File: src/rtl/seg_xlate_pkg.sv
package seg_xlate_pkg;
  parameter int unsigned LIN_W = 32;
  parameter int unsigned SEL_W = 16;
  parameter int unsigned IDX_W = 13;
  parameter int unsigned NSEG  = 6;

  typedef enum logic [2:0] {
    SEG_CS = 3'd0, SEG_DS = 3'd1, SEG_SS = 3'd2,
    SEG_ES = 3'd3, SEG_FS = 3'd4, SEG_GS = 3'd5
  } seg_id_e;

  typedef enum logic [2:0] {
    ACC_LOAD = 3'd0, ACC_STORE = 3'd1, ACC_FETCH = 3'd2,
    ACC_PUSH = 3'd3, ACC_POP = 3'd4
  } acc_kind_e;

  typedef enum logic [2:0] {
    FLT_NONE = 3'd0, FLT_DESC = 3'd1, FLT_PRIV = 3'd2,
    FLT_PROT = 3'd3, FLT_LIMIT = 3'd4
  } fault_e;

  typedef struct packed {
    logic [LIN_W-1:0] base;
    logic [LIN_W-1:0] limit;
    logic             x;
    logic             r;
    logic             w;
    logic [1:0]       ring;
  } desc_t;
endpackage

File: src/rtl/seg_sreg_file.sv
module seg_sreg_file
  import seg_xlate_pkg::*;
#(
  parameter int unsigned N = NSEG
) (
  input  logic             clk,
  input  logic             rst,
  input  logic             we,
  input  logic [2:0]       wr_id,
  input  logic [SEL_W-1:0] wr_val,
  input  logic [2:0]       kind,
  input  logic             ovr_en,
  input  logic [2:0]       ovr_id,
  output logic [SEL_W-1:0] sel,
  output logic [2:0]       seg,
  output logic             bad_id
);
  logic [SEL_W-1:0] regs [N];

  for (genvar g = 0; g < N; g++) begin : g_reg
    always_ff @(posedge clk) begin
      if (rst)
        regs[g] <= '0;
      else if (we && wr_id == 3'(g))
        regs[g] <= wr_val;
    end
  end

  always_comb begin
    if (ovr_en)
      seg = ovr_id;
    else begin
      case (kind)
        ACC_FETCH:         seg = SEG_CS;
        ACC_PUSH, ACC_POP: seg = SEG_SS;
        default:           seg = SEG_DS;
      endcase
    end
    bad_id = (32'(seg) >= N);
    sel    = bad_id ? '0 : regs[seg];
  end
endmodule

File: src/rtl/seg_desc_ram.sv
module seg_desc_ram
  import seg_xlate_pkg::*;
#(
  parameter int unsigned AW = 5
) (
  input  logic          clk,
  input  logic          we,
  input  logic [AW-1:0] waddr,
  input  desc_t         wdata,
  input  logic          re,
  input  logic [AW-1:0] raddr,
  output desc_t         rdata
);
  localparam int unsigned DEPTH = 1 << AW;
  desc_t mem [DEPTH];

  always_ff @(posedge clk) begin
    if (we) mem[waddr] <= wdata;
  end

  always_ff @(posedge clk) begin
    if (re) rdata <= mem[raddr];
  end
endmodule

File: src/rtl/seg_rights_check.sv
module seg_rights_check
  import seg_xlate_pkg::*;
(
  input  desc_t            desc,
  input  logic [LIN_W-1:0] off,
  input  logic [2:0]       kind,
  input  logic [1:0]       eff_ring,
  input  logic             desc_bad,
  output logic [2:0]       fault,
  output logic [LIN_W-1:0] lin
);
  logic need_x, need_w, need_r, rights_ok;

  always_comb begin
    need_x = (kind == ACC_FETCH);
    need_w = (kind == ACC_STORE) || (kind == ACC_PUSH);
    need_r = !need_x && !need_w;
    rights_ok = !(need_x && !desc.x) && !(need_w && !desc.w) && !(need_r && !desc.r);
    if (desc_bad)                 fault = FLT_DESC;
    else if (eff_ring > desc.ring) fault = FLT_PRIV;
    else if (!rights_ok)          fault = FLT_PROT;
    else if (off > desc.limit)    fault = FLT_LIMIT;
    else                          fault = FLT_NONE;
    lin = (fault == FLT_NONE) ? desc.base + off : '0;
  end
endmodule

File: src/rtl/seg_xlate_top.sv
module seg_xlate_top
  import seg_xlate_pkg::*;
#(
  parameter int unsigned TBL_AW = 4
) (
  input  logic              clk,
  input  logic              rst,
  input  logic              tbl_we,
  input  logic [1:0]        tbl_wr_ring,
  input  logic              tbl_local,
  input  logic [TBL_AW-1:0] tbl_idx,
  input  logic [LIN_W-1:0]  tbl_base,
  input  logic [LIN_W-1:0]  tbl_limit,
  input  logic [2:0]        tbl_rights,
  input  logic [1:0]        tbl_dpl,
  input  logic              sreg_we,
  input  logic [2:0]        sreg_id,
  input  logic [SEL_W-1:0]  sreg_val,
  input  logic              req_valid,
  output logic              req_ready,
  input  logic [2:0]        req_kind,
  input  logic              req_ovr_en,
  input  logic [2:0]        req_ovr_id,
  input  logic [1:0]        req_ring,
  input  logic [LIN_W-1:0]  req_off,
  output logic              rsp_valid,
  input  logic              rsp_ready,
  output logic [LIN_W-1:0]  rsp_lin,
  output logic [2:0]        rsp_fault,
  output logic [2:0]        rsp_seg
);
  localparam int unsigned RAM_AW = TBL_AW + 1;

  logic [SEL_W-1:0] cur_sel;
  logic [2:0]       cur_seg;
  logic             cur_bad_id;
  logic [IDX_W-1:0] sel_idx;
  logic             sel_local, sel_oob, sel_null;
  logic [1:0]       sel_rpl, eff_ring;
  logic             accept;
  desc_t            wr_desc, rd_desc;

  logic             v_q;
  logic [LIN_W-1:0] off_q;
  logic [2:0]       kind_q, seg_q;
  logic [1:0]       ring_q;
  logic             bad_q;

  assign req_ready = !v_q || rsp_ready;
  assign accept    = req_valid && req_ready;

  seg_sreg_file u_sregs (
    .clk(clk), .rst(rst), .we(sreg_we), .wr_id(sreg_id), .wr_val(sreg_val),
    .kind(req_kind), .ovr_en(req_ovr_en), .ovr_id(req_ovr_id),
    .sel(cur_sel), .seg(cur_seg), .bad_id(cur_bad_id)
  );

  assign sel_idx   = cur_sel[SEL_W-1:3];
  assign sel_local = cur_sel[2];
  assign sel_rpl   = cur_sel[1:0];
  assign sel_null  = !sel_local && (sel_idx == '0);
  assign eff_ring  = (req_ring > sel_rpl) ? req_ring : sel_rpl;

  if (TBL_AW < IDX_W) begin : g_oob
    assign sel_oob = |sel_idx[IDX_W-1:TBL_AW];
  end else begin : g_no_oob
    assign sel_oob = 1'b0;
  end

  assign wr_desc = '{base: tbl_base, limit: tbl_limit, x: tbl_rights[2],
                     r: tbl_rights[1], w: tbl_rights[0], ring: tbl_dpl};

  seg_desc_ram #(.AW(RAM_AW)) u_ram (
    .clk(clk),
    .we(tbl_we && tbl_wr_ring == 2'd0),
    .waddr({tbl_local, tbl_idx}),
    .wdata(wr_desc),
    .re(accept),
    .raddr({sel_local, sel_idx[TBL_AW-1:0]}),
    .rdata(rd_desc)
  );

  always_ff @(posedge clk) begin
    if (rst)
      v_q <= 1'b0;
    else if (accept)
      v_q <= 1'b1;
    else if (rsp_ready)
      v_q <= 1'b0;
  end

  always_ff @(posedge clk) begin
    if (rst) begin
      off_q  <= '0;
      kind_q <= '0;
      seg_q  <= '0;
      ring_q <= '0;
      bad_q  <= 1'b1;
    end else if (accept) begin
      off_q  <= req_off;
      kind_q <= req_kind;
      seg_q  <= cur_seg;
      ring_q <= eff_ring;
      bad_q  <= cur_bad_id || sel_null || sel_oob;
    end
  end

  seg_rights_check u_chk_rights (
    .desc(rd_desc), .off(off_q), .kind(kind_q), .eff_ring(ring_q),
    .desc_bad(bad_q), .fault(rsp_fault), .lin(rsp_lin)
  );

  assign rsp_valid = v_q;
  assign rsp_seg   = seg_q;
endmodule

File: config.mk
export PLATFORM = sky130hd
export DESIGN_NAME = seg_xlate_top
export DESIGN_NICKNAME = d
export VERILOG_FILES = /design/src/rtl/seg_xlate_pkg.sv /design/src/rtl/seg_sreg_file.sv /design/src/rtl/seg_desc_ram.sv /design/src/rtl/seg_rights_check.sv /design/src/rtl/seg_xlate_top.sv
export SDC_FILE = /design/constraint.sdc
export NUM_CORES = 2
export LEC_CHECK = 0
export BUFFER_PORTS_ARGS = -buffer_cell sky130_fd_sc_hd__buf_2
export CORE_MARGIN = 2
export CORE_UTILIZATION = 55
export CTS_CLUSTER_DIAMETER = 40
export CTS_CLUSTER_SIZE = 16
export DETAILED_ROUTE_END_ITERATION = 10
export PLACE_DENSITY = 0.75
export SKIP_LAST_GASP = 1
export SYNTH_ARGS = -nofsm -noshare
export SYNTH_HDL_FRONTEND = slang
export SYNTH_HIERARCHICAL = 1
export SYNTH_SLANG_ARGS = --single-unit
File: constraint.sdc
create_clock -name clk -period 6.9 [get_ports clk]
set_input_delay 0.69 -clock clk [delete_from_list [all_inputs] [get_ports clk]]
set_output_delay 0.69 -clock clk [all_outputs]
set_load 0.01 [all_outputs]
==> qor.csv <==
stage,metric,value,unit
floorplanning,ioPinCount,182,
floorplanning,die_height,420.1,um
floorplanning,dieArea,176500,um^2
global_routing,grt_pass1_wl,363.6,mm
setup_path,r2r_slack,3.10,ns
synthesis,synthTopCellsByCount,"edfxtp_1, mux4_2, and2_1",
setup_path,crit_type,flop to output port,
synthesis,synth_area,95220,um^2
synthesis,synthFlopType,edfxtp_1,
routing,wl_per_cell,36.18,um
routing,drt_pass1_iterations,8,
setup_path,required,6.21,ns
routing,routed-via-count,49130,
sta,hold_viol,0,
synthesis,seq_area_frac_synth,75.72,%
placement,hpwl,130.5,mm
synthesis,synthCells,4334,
routing,vias_per_cell,6.831,
synthesis,async_flop_share,0,%
min_path,hp-start,req_off[19],
floorplanning,rows,152,
placement,post-place-ws,1.452,ns
cells_and_area,fillers,10860,
sta,timing.final.ws_setup,1.111,ns
placement,portBuffers,181,
sta,timing.fmax,172.7,MHz
pwr,power.density,320.0,nW/um^2
cells_and_area,syn2layout_area_growth,14.21,%
sta,post-route-min-period,5.789,ns
global_routing,grt_pass1_vias,49070,
synthesis,syn-num-nets,4545,
setup_path,reg2reg_from,u_sregs/regs[0][3],
sta,skew,0.06085,ns
clock_tree,numCtsBuffers,277,
global_routing,grt_usage,29.71,%
pwr,leakagePower,35.19,nW
min_path,min_delay_path_depth,3,
synthesis,syn_avg_cell_area,21.97,um^2
cells_and_area,final_util,63.33,%
clock_tree,clock-sinks,2415,
sta,setup-tns-final,0,ns
cells_and_area,final_layout_size_suffix_gt1_share,31.63,%
placement,gp_congestion,0.8549,
clock_tree,ctsResizeCount,0,
setup_path,worstPathArrival,5.10,ns
setup_path,startpoint_type,flop,
min_path,hold_class,input port to flop,
clock_tree,cts_tree,yes,
clock_tree,htree_levels,5,
synthesis,post-synth-top-count-cell,edfxtp_1,
cells_and_area,stdcell_count,7191,
floorplanning,core_area,171700,um^2
routing,post-route-drc-count,0,
sta,rsz0062_at_grt,no,
min_path,holdPathEnd,off_q[19],
clock_tree,root_buffer,clkbuf_16,
routing,antenna_left,0,
setup_path,reg2regPathDepth,8,
cells_and_area,layout.nets,4884,
global_routing,grt_overflow,0,
placement,dp.cells,6703,
setup_path,reg2reg_to,u_ram/rdata[9],
clock_tree,clk_path_buf_depth,4,
clock_tree,clkLatencyLatePin,0.94,ns
floorplanning,initial_core_util,55.45,%
setup_path,cp-end-kind,output port,
sta,period_share,83.90,%
sta,final-max-slew-violation-count,0,
cells_and_area,multiInputGateArea,22160,um^2
routing,drt_wl_total,260.2,mm
status,status,finished clean,
placement,place_area,99580,um^2
sta,worstMarginPinSlew,1.220,ns
synthesis,ys_types,75,
pwr,p_total,34.80,mW
synthesis,ys_ff_latch,2415,
sta,relSlewSlack,18.47,%
synthesis,netlist_top_cells_area,"edfxtp_1, mux4_2, mux2_2, ha_1, dfxtp_1",
setup_path,worstPathMaxFanout,5,
cells_and_area,final-seq-area,72100,um^2
clock_tree,clkTransAtPathRegs,0.07,ns
sta,setup_viol,0,
job,drv_cap,0,
synthesis,yosysTopAreaCellShare,74.83,%
synthesis,synth_largest_area_cell,edfxtp_1,
pwr,vdd_ir_drop_max,278.4,uV
synthesis,synth_edf_count,2373,
synthesis,yosysWarnings,6,
floorplanning,die_w,420.1,um
cells_and_area,fin_area,108800,um^2
sta,holdWs,0.04360,ns
global_routing,grt_max_degree,129,
global_routing,antenna_found_initial,30,
routing,drt_iter0_markers,7020,
cell type report:
cell class	instances	share of cell area, %
sequential	2415	66.29
multi-input combinational	1637	20.37
clock buffer	303	6.599
tap	2310	2.658
timing repair buffer	288	2.057
clock inverter	175	1.811
inverter	54	0.1864
antenna	9	0.02071
metal layers:
metal	global-route usage (%)	wire, um	up-vias
met4	13.59	13280	18
met5	0	115	-
met2	48.14	127100	3690
met3	5.493	30090	701
met1	39.67	89570	25750
li1	-	-	18970
registers in the layout, indices dropped and copies added, names as in the netlist:
| register | flops |
|---|---|
| u_ram/rdata | 69 |
| bad_q | 1 |
| kind_q | 3 |
| u_sregs/regs | 96 |
| u_ram/mem | 2208 |
| ring_q | 2 |
| rsp_seg | 3 |
| rsp_valid | 1 |
| off_q | 32 |
worst max path at each step:
stage                               start                to  slack [ns]
after detailed placement      req_kind[2]    u_ram/rdata[1]        1.45
after global placement        req_kind[1]   u_ram/rdata[35]        1.49
after floorplan            tbl_wr_ring[1]  u_ram/mem[12][0]        1.84
after global routing      u_ram/rdata[37]       rsp_lin[24]        0.98
after CTS                 u_ram/rdata[37]       rsp_lin[24]        1.20
final                     u_ram/rdata[37]       rsp_lin[24]        1.11
report_power, final:
group	switching (mW)	total, mW	internal, mW	leakage, nW
clock network	6.07	14.8	8.71	4.46
logic	1.85	3.51	1.66	8.94
registers	0.168	16.5	16.3	21.8
total	8.09	34.8	26.7	35.2
layout by cell type (no fill, tap or decap), types with 10 or more instances in the layout:
master	instances
clkinv_1	22
nand2b_1	43
clkbuf_1	18
bufinv_16	28
o311ai_0	16
buf_12	42
nor3_1	21
a211oi_1	16
buf_2	181
buf_4	64
ha_1	68
and2_1	103
mux2_2	84
inv_1	52
nor2_1	50
nor2_4	33
o22ai_1	10
mux4_2	652
a21oi_1	85
clkinv_4	13
o21ai_0	61
o21ai_1	12
nand3_1	50
edfxtp_1	2373
dfxtp_1	42
o211ai_1	22
inv_6	44
clkinv_2	28
a21o_1	24
inv_8	19
a221oi_1	13
clkinvlp_4	17
clkbuf_16	283
o221a_2	10
nand2_1	50
nor2b_1	13
mux2i_1	57
xnor2_1	17
critical path: stages, from the launching register on:
cell	delay, ns
edfxtp_1	0.49
ha_1	0.30
fa_1	0.44
a211oi_1	0.22
nor2_1	0.14
a221oi_2	0.60
o31ai_2	0.20
a21oi_1	0.32
nor4_1	0.12
o21ai_0	0.19
nor3b_1	0.86
buf_2	0.28
cells by family (layout without fill, tap and decap cells):
family / after synthesis / in the layout / share of synthesized area (%)
other: 0 / 9 / 0
AOI/OAI and AO/OA: 326 / 326 / 2.335
and+or+nand+nor: 419 / 419 / 2.370
adders and majority gates: 69 / 69 / 0.9145
DFF: 2415 / 2415 / 75.72
muxes: 802 / 802 / 17.12
buffers and inverters: 282 / 820 / 1.351
xor gates and xnor gates: 21 / 21 / 0.1931
repair_timing:
action                                 CTS  global route
hold buffers                             1             0
endpoints found under the hold margin    1             0
buffers inserted                         0             0
No activity file was read; power rests on OpenSTA's default activity.
